`config.mk`:
```
export PLATFORM = sky130hd
export DESIGN_NAME = mem_csel
export DESIGN_NICKNAME = d
export VERILOG_FILES = /design/src/rtl/msel_pkg.sv /design/src/rtl/msel_hi_latch.sv /design/src/rtl/msel_rom_match.sv /design/src/rtl/msel_ram_select.sv /design/src/rtl/mem_csel.sv
export SDC_FILE = /design/constraint.sdc
export NUM_CORES = 1
export LEC_CHECK = 0
export BUFFER_PORTS_ARGS = -buffer_cell sky130_fd_sc_hd__buf_2
export CORE_MARGIN = 2
export CORE_UTILIZATION = 33
export DETAILED_ROUTE_END_ITERATION = 8
export PLACE_DENSITY = 0.7
export RECOVER_POWER = 25
export REMOVE_ABC_BUFFERS = 1
export SLEW_MARGIN = 0
export SYNTH_ARGS = -nofsm -noshare
export SYNTH_HDL_FRONTEND = slang
export SYNTH_SLANG_ARGS = --single-unit
```
`constraint.sdc`:
```
create_clock -name clk -period 1.3 [get_ports clk]
set_input_delay 0 -clock clk [delete_from_list [all_inputs] [get_ports clk]]
set_output_delay 0 -clock clk [all_outputs]
set_load 0.1 [all_outputs]
```
`src/rtl/msel_pkg.sv`:
```
package msel_pkg;

    localparam int BYTE_W     = 8;
    localparam int KB_DROP    = 2;               // high-byte bits below 1 KB
    localparam int KB_W       = BYTE_W - KB_DROP;
    localparam int N_BANK     = 2;
    localparam int SEL_BIT    = 1;               // address bit 9 inside the high byte
    localparam int BANK_BIT   = 0;               // address bit 8 inside the high byte

    typedef logic [BYTE_W-1:0] byte_t;
    typedef logic [KB_W-1:0]   kb_t;

    typedef enum logic [0:0] {
        BANK_LOW  = 1'b0,
        BANK_HIGH = 1'b1
    } bank_e;

    typedef struct packed {
        byte_t hi;
        byte_t lo;
    } maddr_t;

    typedef struct packed {
        logic  a9;
        bank_e bank;
        kb_t   kb;
    } hi_fields_t;

    function automatic hi_fields_t split_hi(input byte_t hi);
        hi_fields_t f;
        f.a9   = hi[SEL_BIT];
        f.bank = bank_e'(hi[BANK_BIT]);
        f.kb   = hi[BYTE_W-1:KB_DROP];
        return f;
    endfunction

endpackage

```
`src/rtl/msel_hi_latch.sv`:
```
module msel_hi_latch
    import msel_pkg::*;
(
    input  logic  clk,
    input  logic  rst,
    input  logic  stb,
    input  byte_t bus,
    output byte_t hi_q
);
    logic stb_q;

    always_ff @(posedge clk) begin
        if (rst) begin
            stb_q <= 1'b0;
            hi_q  <= '0;
        end else begin
            stb_q <= stb;
            if (stb && !stb_q)
                hi_q <= bus;
        end
    end
endmodule

```
`src/rtl/msel_rom_match.sv`:
```
module msel_rom_match
    import msel_pkg::*;
#(
    parameter kb_t KB_INDEX = '0
) (
    input  kb_t  kb,
    input  logic chip_en,
    output logic hit
);
    always_comb hit = chip_en && (kb == KB_INDEX);
endmodule

```
`src/rtl/msel_ram_select.sv`:
```
module msel_ram_select
    import msel_pkg::*;
(
    input  logic              rom_any,
    input  logic              a9,
    input  bank_e             bank,
    input  logic              cart_claim,
    output logic [N_BANK-1:0] bank_sel
);
    logic ram_en;

    // RAM is the complement of every other claimant
    always_comb ram_en = !(rom_any || a9 || cart_claim);

    for (genvar b = 0; b < N_BANK; b++) begin : g_bank
        always_comb bank_sel[b] = ram_en && (int'(bank) == b);
    end
endmodule

```
`src/rtl/mem_csel.sv`:
```
module mem_csel
    import msel_pkg::*;
#(
    parameter int N_ROM     = 2,
    parameter int GAME_CHIP = 1,
    parameter logic [N_ROM*KB_W-1:0] ROM_KB_MAP = {6'd1, 6'd0}
) (
    input  logic              clk,
    input  logic              rst,
    input  logic [7:0]        ad_bus,
    input  logic              addr_stb,
    input  logic              rd_n,
    input  logic              wr_n,
    input  logic              game_rom_en,
    input  logic              cart_claim,
    output logic [15:0]       eff_addr,
    output logic [N_ROM-1:0]  rom_sel,
    output logic [N_ROM-1:0]  rom_rd,
    output logic [N_BANK-1:0] ram_bank_sel,
    output logic              ram_rd,
    output logic              ram_wr,
    output logic              rd_valid
);
    byte_t      hi_q;
    hi_fields_t hf;
    maddr_t     ma;
    logic       rom_any;

    msel_hi_latch u_hi (
        .clk  (clk),
        .rst  (rst),
        .stb  (addr_stb),
        .bus  (ad_bus),
        .hi_q (hi_q)
    );

    always_comb begin
        hf       = split_hi(hi_q);
        ma.hi    = hi_q;
        ma.lo    = ad_bus;
        eff_addr = ma;
    end

    for (genvar i = 0; i < N_ROM; i++) begin : g_rom
        logic en_i;
        if (i == GAME_CHIP) begin : g_game
            always_comb en_i = game_rom_en;
        end else begin : g_fixed
            always_comb en_i = 1'b1;
        end
        msel_rom_match #(
            .KB_INDEX (ROM_KB_MAP[i*KB_W +: KB_W])
        ) u_match (
            .kb      (hf.kb),
            .chip_en (en_i),
            .hit     (rom_sel[i])
        );
    end

    always_comb begin
        rom_any = |rom_sel;
        rom_rd  = rom_sel & {N_ROM{!rd_n}};
    end

    msel_ram_select u_ram (
        .rom_any    (rom_any),
        .a9         (hf.a9),
        .bank       (hf.bank),
        .cart_claim (cart_claim),
        .bank_sel   (ram_bank_sel)
    );

    always_comb begin
        ram_rd   = (|ram_bank_sel) && !rd_n;
        ram_wr   = (|ram_bank_sel) && !wr_n;
        rd_valid = !rd_n && (rom_any || (|ram_bank_sel));
    end
endmodule

```
### Word-level counts from Yosys, hierarchy flattened

Index checks and enable logic that the tools add are counted.

| cells by class | value |
|---|---|
| reduce and logical (&&, ||, !) cells | 17 |
| equality and inequality tests | 1 |
| bitwise logic cells | 2 |

Operators by type and width:

| operator | count |
|---|---|
| 1-bit logical AND | 7 |
| 6-bit by 1-bit == test with 1-bit output, second input constant | 1 |
| 6-bit logical NOT | 1 |
| 1-bit logical NOT | 4 |
| 2-bit OR reduction | 2 |
| 1-bit logical OR | 3 |
| 2-bit bitwise AND | 1 |
| 1-bit inverter | 1 |

| storage, ports and cells | value |
|---|---|
| output and inout port bits | 25 |
| word-level logic and storage cells | 22 |
| register bits after elaboration | 9 |
| bits of input ports | 15 |

### Depth between registers and ports, before layout

Gate-level depths: netlist (run 1).

| logic depth | value |
|---|---|
| depth after elaboration | 10 |
| mapped depth | 4 |
| gate-level depth less buffers | 3 |

### Cells and area by module

Synthesis (run 1) repeated with hierarchy kept, for this count alone.

| unflattened totals | value |
|---|---|
| cells, all modules | 59 |
| area, all modules | 583.1 um^2 |

Modules (own cells, without submodules):

| module | instances | area an instance (um^2) | seq. area each (um^2) | cells each |
|---|---|---|---|---|
| msel_hi_latch | 1 | 396.6 | 180.2 | 36 |
| mem_csel | 1 | 111.4 | 0.0 | 17 |
| msel_ram_select | 1 | 27.5 | 0.0 | 2 |
| msel_rom_match at g_rom[1].u_match | 1 | 25.0 | 0.0 | 2 |
| msel_rom_match at g_rom[0].u_match | 1 | 22.5 | 0.0 | 2 |

### Worst setup path after synthesis (run 1)

No wires, ideal clock.

| timing path | value |
|---|---|
| kind | flip-flop to output port |
| from | register u_hi.hi_q[4] |
| to | output port rom_rd[0] |
| cell stages (with the launch flop) | 4 |
| slack | -2.309 ns |
| data required time | 1.300 ns |
| buffers on the path | 0 |
| data arrival time | 3.609 ns |
| path through | dfxtp_1 > or4_4 > or2_4 > nor3_1 |

| between the ends | value |
|---|---|
| longest elaborated chain between the ends | 2 |

Ends and longest elaborated chain:

| element | line | source |
|---|---|---|
| start: declaration | msel_hi_latch.sv:8 | `output byte_t hi_q` |
| start signal: assignment | msel_hi_latch.sv:19 | `hi_q <= bus;` |
| 6-bit logical NOT | msel_rom_match.sv:10 | `always_comb hit = chip_en && (kb == KB_INDEX);` |
| 2-bit bitwise AND | mem_csel.sv:62 | `rom_rd = rom_sel & {N_ROM{!rd_n}};` |
| end: declaration | mem_csel.sv:18 | `output logic [N_ROM-1:0] rom_rd,` |

No other way between the ends.

### Worst setup path in the final report (run 1)

Ends and elaborated chain as after synthesis.

==> results of run 1 <==
## logic make-up after synthesis
logic type | synth area share
buf+inv | 0.2040
flops | 0.3582
mux | 0.1592
compound gates | 0.04477
simple gates | 0.2338
## timing repair
item                       CTS  global route
setup buffers                1             0
hold endpoints to repair     2             0
resized for setup           12             2
cloned                       0             0
pin swaps                    2             2
hold buffers                 2             0
setup endpoints to repair    9             9
## final timing paths
kind / from / to / slack, ps / cells past startpoint
setup / recovery: u_hi.hi_q[4] / rom_rd[0] / -510 / 5
hold / removal: ad_bus[2] / u_hi.hi_q[2] / 2 / 3
setup reg to reg: u_hi.stb_q / u_hi.hi_q[1] / 340 / 4
hold reg to reg: u_hi.hi_q[0] / u_hi.hi_q[0] / 540 / 2
## cell usage in the layout (no fill, tap or decap)
| cell | Yosys | routed |
|---|---|---|
| inv_1 | 1 | 1 |
| dfxtp_2 | 0 | 1 |
| buf_12 | 0 | 5 |
| nor3_2 | 1 | 1 |
| nand2_1 | 1 | 1 |
| nor2_2 | 0 | 2 |
| dfxtp_1 | 9 | 8 |
| or4_4 | 1 | 1 |
| dlygate4sd3_1 | 0 | 2 |
| nor2_1 | 16 | 14 |
| o32a_1 | 1 | 1 |
| nor2b_1 | 3 | 3 |
| buf_2 | 1 | 24 |
| nor3_4 | 0 | 1 |
| or2_4 | 1 | 1 |
| clkbuf_4 | 0 | 3 |
| mux2i_1 | 8 | 8 |
| buf_6 | 0 | 4 |
| clkbuf_1 | 1 | 7 |
| o31ai_4 | 0 | 1 |
| buf_4 | 12 | 9 |
## cells in the mapped netlist (all sizes together)
master	n
o31ai	1
buf	13
nor2b	3
dfxtp	9
mux2i	8
nand2	1
nor2	16
o32a	1
nor3	2
or4	1
or2	1
clkbuf	1
inv	1
## state kept, by name (all words and copies together), names as in the netlist
| register | count |
|---|---|
| u_hi.hi_q | 8 |
| u_hi.stb_q | 1 |
## worst reg2reg max path: stages (launching register included)
cell	delay [ps]
dfxtp_1	300
nor2b_1	140
buf_4	170
mux2i_1	180
nor2_1	50
## layout make-up
| type | instances | area [µm²] | share of cell area |
|---|---|---|---|
| Sequential cell | 9 | 181.4 | 0.2129 |
| Multi-Input combinational cell | 34 | 245.2 | 0.2878 |
| Clock buffer | 4 | 26.28 | 0.03084 |
| Inverter | 1 | 3.754 | 0.004405 |
| Tap cell | 16 | 20.02 | 0.02349 |
| Timing Repair Buffer | 50 | 375.4 | 0.4405 |
## power by group through the flow
stage	sequential (mW)	combinational [mW]	clock [mW]
floorplan	0.417	0.236	0
global placement	0.309	0.595	0
detailed placement	0.309	0.599	0
CTS	0.304	0.634	0.217
global route	0.307	0.654	0.237
finish	0.304	0.634	0.206
## per-stage QoR
step | util | power, mW | worst slack, ps | cell area, µm²
after floorplan | - | 0.6531 | -2309 | 404.1
after global placement | 0.5128 | 0.9034 | -240.1 | 754.5
after detailed placement | 0.5128 | 0.9079 | -261.1 | 754.5
after global routing | 0.5791 | 1.198 | -557.8 | 852.1
after CTS | 0.5816 | 1.155 | -504.1 | 855.8
final | 0.5791 | 1.144 | -509.1 | 852.1
## layer usage
layer | vias to the layer above | global-route usage | routed length, µm
met5 | - | 0 | 0
met3 | 0 | 0.02979 | 117
li1 | 256 | - | -
met4 | 0 | 0.05455 | 0
met2 | 29 | 0.2667 | 644
met1 | 235 | 0.1536 | 482
==> impl_metrics.py, run 1 <==
metrics = {
    "setup_path": {
        "slowest_stage": "or4_4",
        "cp-end-kind": "output port",
        "crit_required_ps": 1300,
        "cp_num_buf_inv": 2,
        "path_max_fanout": 4,
        "worstPathArrival_ps": 1810,
        "critPathTopFamily": "simple AND/OR/NAND/NOR gates",
        "max_stage_delay_ps": 540,
        "cp-start-kind": "flop",
        "setup.worst_path.class": "reg2out",
        "crit_chain": "or4_4, or2_4, nor3_2, buf_4, buf_12",
    },
    "power": {
        "clkPwrFrac": 0.180,
        "combPwrFrac": 0.554,
        "p_leak_nw": 0.4248,
        "p_sw_mw": 0.5639,
        "vdd_drop_max_uv": 552.1,
        "p_int_mw": 0.5806,
        "swShare": 0.4927,
        "seqPwrFrac": 0.266,
        "powerDensity_nw_per_um2": 1343,
    },
    "synthesis": {
        "yosysTopAreaCellShare": 0.3582,
        "syn-instance-count": 58,
        "yosysSeqAreaShare": 0.3582,
        "yosys_warnings": 0,
        "yosys.area.top_type": "dfxtp_1",
        "synth_area_um2": 503.0,
        "yosys_register_bits": 9,
        "avgSynthCellArea_um2": 8.672,
        "synth.distinct_cells": 15,
        "synth.area.top_cells": "dfxtp_1 (36%), buf_4 (18%), mux2i_1 (16%)",
    },
    "global_route": {
        "grt_start_max_net_pins": 10,
        "grt_use_total": 0.1425,
        "grt_pass1_vias": 460,
        "grt_pass1_wl_um": 1966,
        "antenna_found_initial": 0,
        "grt_overflow": 0,
    },
    "routing": {
        "vias": 520,
        "drt-initial-drc-count": 2,
        "firstDrtPassIters": 3,
        "drt-vias-per-instance": 4.561,
        "drc": 0,
        "ant_nets": 0,
        "finalWirelength_um": 1244,
        "wire_per_inst_um": 10.91,
    },
    "sta": {
        "whs_ps": 1.642,
        "setup_viol": 9,
        "fin_crit_ps": 1809,
        "period_share": 1.392,
        "fmax_mhz": 552.8,
        "setup_ws_ps": -509.1,
        "slew_headroom": 0.2292,
        "skew_ps": 4.892,
        "slew_viol_final": 0,
        "finalHoldViolCount": 0,
        "tns_ps": -4164,
        "rsz0062_at_grt": "yes",
        "worstMarginPinSlew_ps": 1161,
    },
    "clock_network": {
        "cts_tree": "done",
        "worstSkewPairLatency_ps": 250,
        "clkSlewWorstSetupHoldPaths_ps": 60,
        "htree_levels": 1,
        "cts_made_buffers": 3,
        "clockBufferDepth": 2,
        "cts_root_buffer": "clkbuf_4",
        "cts.sinks": 9,
    },
    "placed_design": {
        "dp_cells": 107,
        "post-dp-hpwl_um": 924.1,
        "gp_congestion": 0.7129,
        "port_buffers": 39,
    },
    "min_path": {
        "holdCritPathClass": "in2reg",
    },
    "run": {
        "max_cap_viol_count": 0,
    },
    "floorplan": {
        "rows": 14,
        "core-area_um2": 1471,
        "die-width_um": 43.04,
        "die_area_um2": 1852,
        "initial_core_util": 0.3418,
        "ios": 40,
        "fp.dieH_um": 43.04,
    },
    "final_layout": {
        "fillers": 124,
        "final_cells": 114,
        "final_nets": 114,
        "syn_to_final_growth_pct": 69.40,
        "layout-drive-gt1-share": 0.5408,
        "diodes": 0,
    },
    "run_status": {
        "violations": "setup timing",
        "status": "finished, violations left",
    },
}
Power figures use the tool's default switching activity.
==> run 2: changes to the inputs <==
--- a/config.mk
+++ b/config.mk
@@ -5,11 +5,13 @@
 export SDC_FILE = /design/constraint.sdc
 export NUM_CORES = 1
 export LEC_CHECK = 0
+export ABC_AREA = 1
 export BUFFER_PORTS_ARGS = -buffer_cell sky130_fd_sc_hd__buf_2
 export CORE_MARGIN = 2
-export CORE_UTILIZATION = 33
+export CORE_UTILIZATION = 34
+export CTS_CLUSTER_SIZE = 16
 export DETAILED_ROUTE_END_ITERATION = 8
-export PLACE_DENSITY = 0.7
+export PLACE_DENSITY = 0.71
 export RECOVER_POWER = 25
 export REMOVE_ABC_BUFFERS = 1
 export SLEW_MARGIN = 0
==> impl_metrics.py, run 2 <==
metrics = {
    "floorplan": {
        "die_area_um2": 1856,
        "initial_core_util": 0.3529,
        "core-area_um2": 1471,
        "rows": 14,
        "ios": 40,
        "fp.dieH_um": 43.08,
        "die-width_um": 43.08,
    },
    "sta": {
        "skew_ps": 0.4849,
        "setup_ws_ps": -50.99,
        "slew_headroom": 0.2284,
        "setup_viol": 4,
        "whs_ps": 5.126,
        "period_share": 1.039,
        "fin_crit_ps": 1351,
        "rsz0062_at_grt": "yes",
        "finalHoldViolCount": 0,
        "fmax_mhz": 740.2,
        "worstMarginPinSlew_ps": 1162,
        "slew_viol_final": 0,
    },
    "placed_design": {
        "post-dp-hpwl_um": 1003,
        "port_buffers": 39,
        "gp_congestion": 0.7441,
        "pre_cts_ws_ps": 149.8,
    },
    "global_route": {
        "grt_start_max_net_pins": 10,
        "grt_use_total": 0.1657,
        "grt_pass1_vias": 577,
        "antenna_found_initial": 0,
        "grt_overflow": 0,
        "grt_pass1_wl_um": 2304,
    },
    "setup_path": {
        "r2r_setup_slack_ps": 190,
        "endpoint": "rom_rd[1]",
        "r2r_end": "u_hi.hi_q[3]",
        "setup.worst_path.class": "reg2out",
        "worstPathArrival_ps": 1350,
        "path_max_fanout": 3,
        "reg2reg_depth": 4,
        "cp-end-kind": "output port",
        "cp-startpoint": "u_hi.hi_q[4]",
        "crit_required_ps": 1300,
        "cp-start-kind": "flop",
        "timing.rr.start": "u_hi.stb_q",
    },
    "synthesis": {
        "async_flop_share": 0,
        "synth_common_cells": "nand2_1 (17), buf_4 (12), nor2_1 (10)",
        "yosysSeqAreaShare": 0.3470,
        "syn-instance-count": 76,
        "yosys_register_bits": 9,
        "yosys_warnings": 0,
        "synth_most_common_cell": "nand2_1",
        "avgSynthCellArea_um2": 6.832,
        "synth-edff-count": 0,
        "synth.area.top_cells": "dfxtp_1 (35%), buf_4 (17%), nand2_1 (12%)",
        "synth.distinct_cells": 13,
        "synth_area_um2": 519.2,
        "yosysTopAreaCellShare": 0.3470,
        "yosys.area.top_type": "dfxtp_1",
        "synth-main-ff-cell": "dfxtp_1",
    },
    "clock_network": {
        "cts_root_buffer": "clkbuf_4",
        "clockBufferDepth": 2,
        "worstSkewPairLatency_ps": 250,
        "cts_tree": "done",
        "cts_made_buffers": 3,
        "cts.sinks": 9,
        "htree_levels": 1,
        "clkSlewWorstSetupHoldPaths_ps": 60,
    },
    "final_layout": {
        "top_regs": "u_hi.hi_q: 8 flops, u_hi.stb_q: 1 flops",
        "syn_to_final_growth_pct": 94.94,
        "fillers": 114,
        "final_cell_mix": "buf_2 (28), nand2_1 (16), a21oi_1 (9), buf_12 (9), buf_4 (9)",
        "largest_reg_flops": 8,
        "layout-drive-gt1-share": 0.6148,
        "diodes": 0,
        "final_common_cell": "buf_2",
        "final_nets": 138,
        "regMostFlops": "u_hi.hi_q",
    },
    "power": {
        "vdd_drop_max_uv": 587.7,
        "p_leak_nw": 0.5084,
        "p_total_mw": 1.193,
        "powerDensity_nw_per_um2": 1179,
    },
    "run": {
        "max_cap_viol_count": 0,
    },
    "run_status": {
        "status": "finished, violations left",
        "violations": "setup timing",
    },
    "routing": {
        "firstDrtPassIters": 2,
        "vias": 610,
        "drc": 0,
        "drt-vias-per-instance": 4.420,
        "ant_nets": 0,
        "drt-initial-drc-count": 6,
        "wire_per_inst_um": 11.29,
        "finalWirelength_um": 1558,
    },
    "min_path": {
        "holdCritPathClass": "in2reg",
    },
}
run 2: cell count changes after synthesis, sizes merged, moves of 2 or more:
cell   previous run  this run
nor2b             3         0
a21oi             0         9
nand2             1        19
nor3              2         0
inv               1        10
mux2i             8         0
nor2             16        13
nand3             0         3
run 2: layer usage:
| metal | global-route usage | part of all wire | wire length, µm | up-vias |
|---|---|---|---|---|
| met5 | 0 | 0 | 0 | - |
| met4 | 0.1030 | 0.010 | 16 | 0 |
| met3 | 0.03830 | 0.062 | 97 | 2 |
| met2 | 0.3075 | 0.57 | 884 | 26 |
| met1 | 0.1598 | 0.36 | 559 | 269 |
| li1 | - | - | - | 313 |
run 2: worst min-delay path by stage:
stage                    from      endpoint  slack [ps]  cells after the start
floorplan           ad_bus[0]   eff_addr[0]           0                      0
global placement     addr_stb    u_hi.stb_q         250                      3
detailed placement   addr_stb    u_hi.stb_q         260                      3
CTS                 ad_bus[0]  u_hi.hi_q[0]           1                      3
global route        ad_bus[0]  u_hi.hi_q[0]           3                      3
finish              ad_bus[0]  u_hi.hi_q[0]           5                      3
run 2: kinds of logic after synthesis:
group                  synth area share
AOI/OAI and AO/OA               0.08674
buffers and inverters            0.2530
DFF                              0.3470
and+or+nand+nor                  0.3132
run 2: worst max-delay path, cell delays in order (launching register included):
cell and delay (ps):
dfxtp_2 330, nor2_4 140, nand2_2 80, inv_2 70, nand2_4 60, nor2_1 210, buf_12 210
run 2: final cells by class:
class	count	area, µm²	area share
Multi-Input combinational cell	44	275.3	0.2719
Tap cell	16	20.02	0.01978
Timing Repair Buffer	55	465.4	0.4598
Clock buffer	4	26.28	0.02596
Inverter	10	37.54	0.03708
Sequential cell	9	187.7	0.1854
run 2: through the flow:
step,utilization,cell area [µm²],setup TNS (ps),cells
2_1_floorplan,-,425.4,-10270,63
3_3_place_gp,0.5272,775.7,0,118
3_5_place_dp,0.5272,775.7,0,118
4_1_cts,0.6709,987.2,-26.46,135
5_1_grt,0.6879,1012,-599.1,138
6_report,0.6879,1012,-117.2,138
run 2: where the power goes:
group	internal [mW]	switching [mW]
Clock	0.118	0.0908
Combinational	0.191	0.485
Sequential	0.294	0.0151
Total	0.603	0.591
run 2: timing repair:
item | CTS | global route
pin swaps | 5 | 5
setup buffers | 6 | 3
hold buffers | 7 | 0
setup endpoints to repair | 6 | 7
gates cloned | 0 | 0
endpoints found under the hold margin | 7 | 0
resized for setup | 25 | 3
